<file path="src/rtl/poll_interval_timer.sv">
module poll_interval_timer #(
  parameter int FIELD_W = 16,
  parameter int IGN_W   = 4,
  parameter int REG_W   = 32
) (
  input  logic             clk,
  input  logic             rst_n,
  input  logic             reg_wr,
  input  logic [REG_W-1:0] reg_wdata,
  output logic [REG_W-1:0] reg_rdata,
  input  logic             stopped,
  input  logic             suspended,
  input  logic             init_load,
  input  logic             tmr_en,
  output logic             poll_pulse
);
  localparam int CNT_W = FIELD_W + 1;

  logic [FIELD_W-1:0] intv_q;
  logic [CNT_W-1:0]   cnt_q;
  logic [CNT_W-1:0]   reload;
  logic               wr_ok;
  logic               wrap;

  assign wr_ok     = reg_wr && (stopped || suspended);
  assign reload    = {1'b1, intv_q[FIELD_W-1:IGN_W], {IGN_W{1'b0}}};
  assign wrap      = tmr_en && (cnt_q == {CNT_W{1'b1}});
  assign reg_rdata = {{(REG_W-FIELD_W){1'b0}}, intv_q};

  always_ff @(posedge clk or negedge rst_n) begin
    if (!rst_n)         intv_q <= '0;
    else if (init_load) intv_q <= '0;
    else if (wr_ok)     intv_q <= reg_wdata[FIELD_W-1:0];
  end

  always_ff @(posedge clk or negedge rst_n) begin
    if (!rst_n) begin
      cnt_q      <= {1'b1, {FIELD_W{1'b0}}};
      poll_pulse <= 1'b0;
    end else begin
      poll_pulse <= wrap;
      if (wrap)        cnt_q <= reload;
      else if (tmr_en) cnt_q <= cnt_q + 1'b1;
    end
  end

  AST_WRITE_GATED: assert property (@(posedge clk) disable iff (!rst_n)
    (reg_wr && !stopped && !suspended && !init_load) |=> $stable(intv_q));
  AST_INIT_CLEARS: assert property (@(posedge clk) disable iff (!rst_n)
    init_load |=> (intv_q == '0));
  AST_HOLD_COUNT: assert property (@(posedge clk) disable iff (!rst_n)
    !tmr_en |=> ($stable(cnt_q) && !poll_pulse));
  AST_PULSE_SINGLE: assert property (@(posedge clk) disable iff (!rst_n)
    poll_pulse |=> !poll_pulse);
  AST_IMPLIED_SIGN: assert property (@(posedge clk) disable iff (!rst_n)
    cnt_q[CNT_W-1]);
endmodule

</file>
<file path="config.mk">
export PLATFORM = sky130hd
export DESIGN_NAME = poll_interval_timer
export DESIGN_NICKNAME = d
export VERILOG_FILES = /design/src/rtl/poll_interval_timer.sv
export SDC_FILE = /design/constraint.sdc
export NUM_CORES = 1
export LEC_CHECK = 0
export BUFFER_PORTS_ARGS = -buffer_cell sky130_fd_sc_hd__buf_2
export CAP_MARGIN = 20
export CORE_MARGIN = 1
export CORE_UTILIZATION = 50
export CTS_BUF_LIST = sky130_fd_sc_hd__clkbuf_4
export DETAILED_ROUTE_END_ITERATION = 10
export PLACE_DENSITY = 0.91
export SYNTH_ARGS = -nofsm -noshare
export SYNTH_HDL_FRONTEND = slang
export SYNTH_SLANG_ARGS = --single-unit
export TNS_END_PERCENT = 30
</file>
<file path="constraint.sdc">
create_clock -name clk -period 2.6 [get_ports clk]
set_input_delay 0.13 -clock clk [delete_from_list [all_inputs] [get_ports clk]]
set_output_delay 0.13 -clock clk [all_outputs]
set_load 0.01 [all_outputs]
</file>
==> run summary, run 1 <==
Crit path required time - 2.83 ns
# port buffers - 39
# IOs - 72
Worst Max-Slew Pin Slew - 0.710 ns
Crit path time final - 2.42 ns
Initial Utilization - 0.525
Vias per cell - 5.68
Most numerous cell on the critical path - nor2_1
Proportion of layout cells with a drive suffix above 1 - 0.258
First-pass GRT wire length - 6.22 mm
FF+latch count, synth - 34
Initial DRC count - 42
Root Buffer - clkbuf_4
Final Hold Vio Count - 0
Yosys warns - 0
Skew-Pair Late Insertion Delay - 0.33 ns
Tot GR Track Use - 0.231
Post-Syn Area per Cell - 10.2 um2
Post-CTS Setup Inserts - 0
Synth Area in Compound Gates - 0.188
Xor and xnor area share after synthesis - 0
Final setup viols - 0
CP max FO - 9
Fin. max-slew vios - 0
Final GP Congestion - 0.885
Finished Cell Area - 2090 um2
Vias in the first global route - 1398
Crit path launch type - flip-flop
Largest area contributor in the netlist - dfrtp_1
Crit end category - flip-flop
Max cap viols - 0
# DRC - 0
Area Overhead vs Synth - 18.5%
Top cell type's share of synthesized area - 0.467
Async set-reset flop share out of synthesis - 1.00
Cell Pwr Density - 576 nW/um2
WL/cell - 14.5 um
Reg clk slew, reported paths - 0.11 ns
Reg2reg setup slack - 0.18 ns
Simple-gate portion of the synthesized area - 0.154
RSZ-0062 raised after global routing - false
Yosys cell types - 35
Worst slew margin - 0.526
Overall die height - 61.4 um
Fin cells - 267
Clk sinks - 34
Area after DPL - 1950 um2
Worst VDD drop - 357 uV
R2r startpoint - cnt_q[0]$_DFFE_PN0P_
DIE WIDTH - 61.4 um
DP HPWL - 2.60 mm
Register area share after synthesis - 0.482
Critical path class - reg -> reg
Largest net degree at the start of global routing - 35
Worst min path class - in -> reg
Final Skew - 0.00729 ns
Setup WS post-layout - 0.181 ns
Routed wire length - 3.86 mm
Crit path buf inv count - 0
Initial antenna violation count - 0
Crit path cell chain - ha_1 > nand3_1 > nor2_1 > and3_1 > ha_2 > nand2b_1 > nor2_1 > mux2_2 > a221o_1
Adder-cell share of the synthesized area - 0.0142
Hold Path End - intv_q[13]$_DFFE_PN0P_
CTS tree - built
CP peak stage delay - 0.44 ns
Reg2reg path depth - 9
H-tree Lvls - 2
Number of CTS-inserted buffers - 5
Syn Std Cell Area - 1770 um2
Num rows - 21
Drt pass-1 iters - 4
Max clock buf depth - 2
Arr. time, crit path - 2.65 ns
Post-synthesis mux area share - 0.0524
EDFF count, synth - 0
Nets@finish - 261
Beginning of the worst hold path - reg_wdata[13]
Status - completed
Die Footprint - 3770 um2
Crit share post-route - 0.930
Largest family of logic cells by synthesized area - compound AO/OA/AOI/OAI gates
Dpl ws - 0.141 ns
Post-route setup TNS - 0 ns
Top cell family by delay on the critical path - simple AND/OR/NAND/NOR gates
P_leak - 0.00104 uW
Fmax - 413 MHz
CP max stage cell - dfrtp_1
Overflow after GRT - 0
Final ANT Viol Nets - 0
Hold path cells - 2
Top post-synthesis cells by area - dfrtp_1, a22o_1, buf_4
Syn Inst Count - 174
Synth Flop Type - dfrtp_1
Reg-to-reg endpoint - cnt_q[15]$_DFFE_PN0P_
Core ar. - 3360 um2
Vias - 1517
Antenna Diode Count - 0
Dpl cells - 253
## where the power goes
group / switching (uW) / internal, uW / total (uW)
clock network: 179 / 213 / 392
registers: 55.0 / 572 / 627
logic: 101 / 87.0 / 188
## state kept, by name, summed over array words and instances, names as in the netlist
| register | count |
|---|---|
| cnt_q | 17 |
| poll_pulse | 1 |
| intv_q | 16 |
## per-stage QoR
step	util	hold WS (ns)	power (uW)
floorplan	-	-0.166	761
global placement	0.579	0.223	802
detailed placement	0.579	0.237	815
CTS	0.619	0.000634	1210
global route	0.622	0.00179	1270
finish	0.622	0.00657	1210
## synthesized netlist by cell type, drive strengths merged, types with 4 or more instances
| master | count |
|---|---|
| buf | 20 |
| nand2 | 9 |
| dfrtp | 33 |
| mux2i | 7 |
| inv | 7 |
| nand4 | 7 |
| nand3 | 7 |
| nor2 | 8 |
| o22ai | 14 |
| clkbuf | 5 |
| and3 | 4 |
| a21oi | 9 |
| a22o | 16 |
## cells by family (layout without fill, tap and decap cells)
family          Yosys count  count (layout)
flops                    34              34
other cells               1              16
buf+inv                  33              65
compound gates           47              47
simple gates             48              48
fa+ha+maj                 2               2
mux                       9               9
## worst max path at each step
stage / end / cells after the start / startpoint / slack (ns)
2_1_floorplan: cnt_q[15]$_DFFE_PN0P_ / 10 / cnt_q[0]$_DFFE_PN0P_ / 0.37
3_3_place_gp: cnt_q[15]$_DFFE_PN0P_ / 9 / cnt_q[0]$_DFFE_PN0P_ / 0.20
3_5_place_dp: cnt_q[15]$_DFFE_PN0P_ / 9 / cnt_q[0]$_DFFE_PN0P_ / 0.14
4_1_cts: cnt_q[15]$_DFFE_PN0P_ / 9 / cnt_q[0]$_DFFE_PN0P_ / 0.11
5_1_grt: cnt_q[15]$_DFFE_PN0P_ / 9 / cnt_q[0]$_DFFE_PN0P_ / 0.02
6_report: cnt_q[15]$_DFFE_PN0P_ / 9 / cnt_q[0]$_DFFE_PN0P_ / 0.18
## repair_timing
item | 4_1_cts | 5_1_grt
endpoints found under the hold margin | 37 | 1
setup endpoints to repair | 0 | 1
hold buffers | 5 | 1
gates resized for setup | 0 | 1
## layout make-up
class | count | area, um2
fill | 285 | 1270
clock buffer | 6 | 45.0
tap | 46 | 57.6
inverter | 8 | 30.0
multi-input combinational | 122 | 786
timing repair buffer | 49 | 285
sequential | 34 | 852
clock inverter | 2 | 37.5
## placed cells by master, fill, tap and decap left out
cell type and n:
o21ai_0 2, nand2b_1 1, a221o_1 1, bufinv_16 1
ha_2 1, o21a_1 1, or4_1 2, nor3_1 2
nor4_1 3, clkbuf_4 6, o32ai_1 1, buf_4 4
and4_1 2, mux2i_1 7, dlygate4sd3_1 6, buf_2 39
a211oi_1 2, dfstp_2 1, and4_2 1, conb_1 16
a21oi_1 9, inv_1 7, dfrtp_1 33, o22a_1 1
nand2_1 9, nor2b_1 2, nor2_1 8, nand3_1 7
nand4_1 6, o22ai_1 14, a22o_1 16, ha_1 1
clkinvlp_4 1, mux2_2 2, and3_1 4, nand4_4 1
clkinv_1 1
## per-layer routing
layer | up-vias | GRT usage | share of wire
met5 | - | 0 | 0
met4 | 0 | 0.117 | 0.019
met3 | 9 | 0.0525 | 0.049
met2 | 63 | 0.366 | 0.48
met1 | 735 | 0.301 | 0.45
li1 | 710 | - | -
No activity file was read; power rests on OpenSTA's default activity.
==> run 2: changes to the inputs <==
CORE_ASPECT_RATIO = 0.6   (was not set)
==> run 2 against run 1 <==
The flow now finishes with violations (negative hold slack). Register-to-register slack improved by 0.08 ns. Critical path type unchanged. Global-route usage fell by 0.49 points. Hold slack got worse by 0.014 ns. Non-clock buffer count rose by 8. Critical endpoint unchanged. Total power rose by 8.4%. Clock power rose by 23%. Sequential share of layout area fell by 1.6 points. First-iteration DRC count rose by 140%. Core utilization rose by 3.4 points.
==> run summary, run 2 (synthesis gave the netlist of run 1 again) <==
CTS tree - built
Routed wire length - 4.16 mm (+7.8%)
Fin. max-slew vios - 0 (unchanged)
Crit path cell chain - ha_1 > nand3_1 > nor2_1 > and3_1 > ha_1 > nand2b_1 > nor2_1 > mux2_2 > a221o_1
Biggest registers after layout - cnt_q: 17 flops, intv_q: 16 flops, poll_pulse: 1 flops
# IOs - 72 (unchanged)
Root Buffer - clkbuf_4
Crit path buf inv count - 0 (unchanged)
Arr. time, crit path - 2.59 ns (-0.06 ns)
CP max stage cell - dfrtp_1
Tot GR Track Use - 0.227 (-0.00486)
Status - finished, violations left
Reg clk slew, reported paths - 0.11 ns (about the same)
Crit end category - flip-flop
Antenna Diode Count - 0 (unchanged)
Overflow after GRT - 0 (unchanged)
Cell Pwr Density - 600 nW/um2 (+4.1%)
Final Skew - 0.00655 ns (-0.000742 ns)
FF/Latch Area - 852 um2 (unchanged)
Worst Max-Slew Pin Slew - 0.733 ns (+0.0228 ns)
Post_cts resized - 0 (unchanged)
Proportion of layout cells with a drive suffix above 1 - 0.253 (-0.00464)
Vias in the first global route - 1266 (-9.4%)
RSZ-0062 raised after global routing - false
CP peak stage delay - 0.45 ns (about the same)
# port buffers - 39 (unchanged)
GR Util met1 - 0.318 (+0.0168)
Num rows - 16 (-24%)
Area after DPL - 1960 um2 (+0.71%)
WL/cell - 15.2 um (+5.0%)
Crit path launch type - flip-flop
Final setup viols - 0 (unchanged)
Core ar. - 3320 um2 (-1.2%)
Vias - 1531 (+0.92%)
Max FFs per register - 17 (unchanged)
Dpl ws - 0.301 ns (+0.160 ns)
Die Footprint - 3780 um2 (+0.22%)
Critical path class - reg -> reg
Crit path time final - 2.34 ns (-0.0799 ns)
WHS - -0.00710 ns (-0.0137 ns)
# DRC - 0 (unchanged)
Number of CTS-inserted buffers - 5 (unchanged)
Vias per cell - 5.59 (-1.7%)
First-pass GRT wire length - 6.16 mm (-0.88%)
Crit path required time - 2.85 ns (+0.02 ns)
Most frequent cells in the layout - buf_2, dfrtp_1, a22o_1, conb_1, o22ai_1
Max cap viols - 0 (unchanged)
CP max FO - 9 (unchanged)
Final ANT Viol Nets - 0 (unchanged)
Finished Cell Area - 2180 um2 (+4.2%)
Initial antenna violation count - 0 (unchanged)
DP HPWL - 2.76 mm (+6.0%)
Drt pass-1 iters - 5 (+1)
Final design utilization - 0.656 (+0.0339)
Area Overhead vs Synth - 23.4%
Initial DRC count - 102 (+140%)
Setup WS post-layout - 0.261 ns (+0.0799 ns)
Max clock buf depth - 2 (unchanged)
Worst slew margin - 0.511 (-0.0152)
Nets@finish - 269 (+3.1%)
Met2 Use GR - 0.336 (-0.0308)
Worst min path class - in -> reg
Commonest non-fill, non-tap cell in the layout - buf_2
Post-route setup TNS - 0 ns (unchanged)
Clk sinks - 34 (unchanged)
Area of the multi-input gates - 783 um2 (-0.32%)
Final Hold Vio Count - 2 (+2)
Power Total - 1310 uW (+8.4%)
Crit share post-route - 0.900 (-0.0307)
H-tree Lvls - 2 (unchanged)
Met3 GRT Util - 0.0590 (+0.00653)
Gr busiest metal - met2
Initial Utilization - 0.532 (+0.00633)
Fmax - 428 MHz (+3.4%)
P_leak - 0.00109 uW (+4.5%)
DIE WIDTH - 78.7 um (+28%)
Largest Register - cnt_q
Overall die height - 48.0 um (-22%)
Skew-Pair Late Insertion Delay - 0.36 ns (+0.03 ns)
Top cell family by delay on the critical path - simple AND/OR/NAND/NOR gates
Largest net degree at the start of global routing - 35 (unchanged)
Failing checks - negative hold slack
# fillers - 255 (-11%)
Final GP Congestion - 0.873 (-1.3%)
Worst VDD drop - 357 uV (about the same)
## run 2: path summary, 6_finish.rpt
kind | end | slack, ns | cells past startpoint | startpoint
setup reg to reg | cnt_q[15]$_DFFE_PN0P_ | 0.26 | 9 | cnt_q[1]$_DFFE_PN0P_
min in group asynchronous | cnt_q[1]$_DFFE_PN0P_ | 0.36 | 2 | rst_n
setup / recovery | cnt_q[15]$_DFFE_PN0P_ | 0.26 | 9 | cnt_q[1]$_DFFE_PN0P_
hold / removal | intv_q[4]$_DFFE_PN0P_ | -0.007 | 2 | reg_wdata[4]
max in group asynchronous | intv_q[2]$_DFFE_PN0P_ | 1.76 | 2 | rst_n
hold reg to reg | intv_q[0]$_DFFE_PN0P_ | 0.52 | 1 | intv_q[0]$_DFFE_PN0P_
## run 2: per-stage QoR
stage	hold WS, ns	cells
final	-0.00710	274
after global routing	0.00146	274
after CTS	0.00217	271
after detailed placement	0.229	254
after global placement	0.227	254
after floorplan	-0.166	189
## run 2: worst reg2reg max path, cell delays in order (launching register included)
cell,delay (ns)
dfrtp_1,0.45
ha_1,0.24
nand3_1,0.11
nor2_1,0.13
and3_1,0.18
ha_1,0.36
nand2b_1,0.18
nor2_1,0.04
mux2_2,0.26
a221o_1,0.27
## run 2: area by class of cell
type	instances	share of cell area
flip-flops and latches	34	0.391
multi-input cells	122	0.359
repair buffers	57	0.164
clock inverters	3	0.0293
well taps	45	0.0258
clock buffers	5	0.0172
inverters	8	0.0138
## run 2: what timing repair did
action,CTS,global route
hold buffers,9,2
endpoints found under the setup margin,0,0
setup buffers,0,0
endpoints found under the hold margin,41,2
## run 2: power by group
group	total (uW)	internal, uW	switching [uW]
logic	196	93.0	103
registers	629	571	58.0
clock network	482	296	186
## run 2: layer usage
| layer | share of wire | vias up |
|---|---|---|
| met5 | 0 | - |
| met4 | 0.011 | 0 |
| met3 | 0.069 | 9 |
| met2 | 0.48 | 65 |
| met1 | 0.44 | 726 |
| li1 | - | 731 |
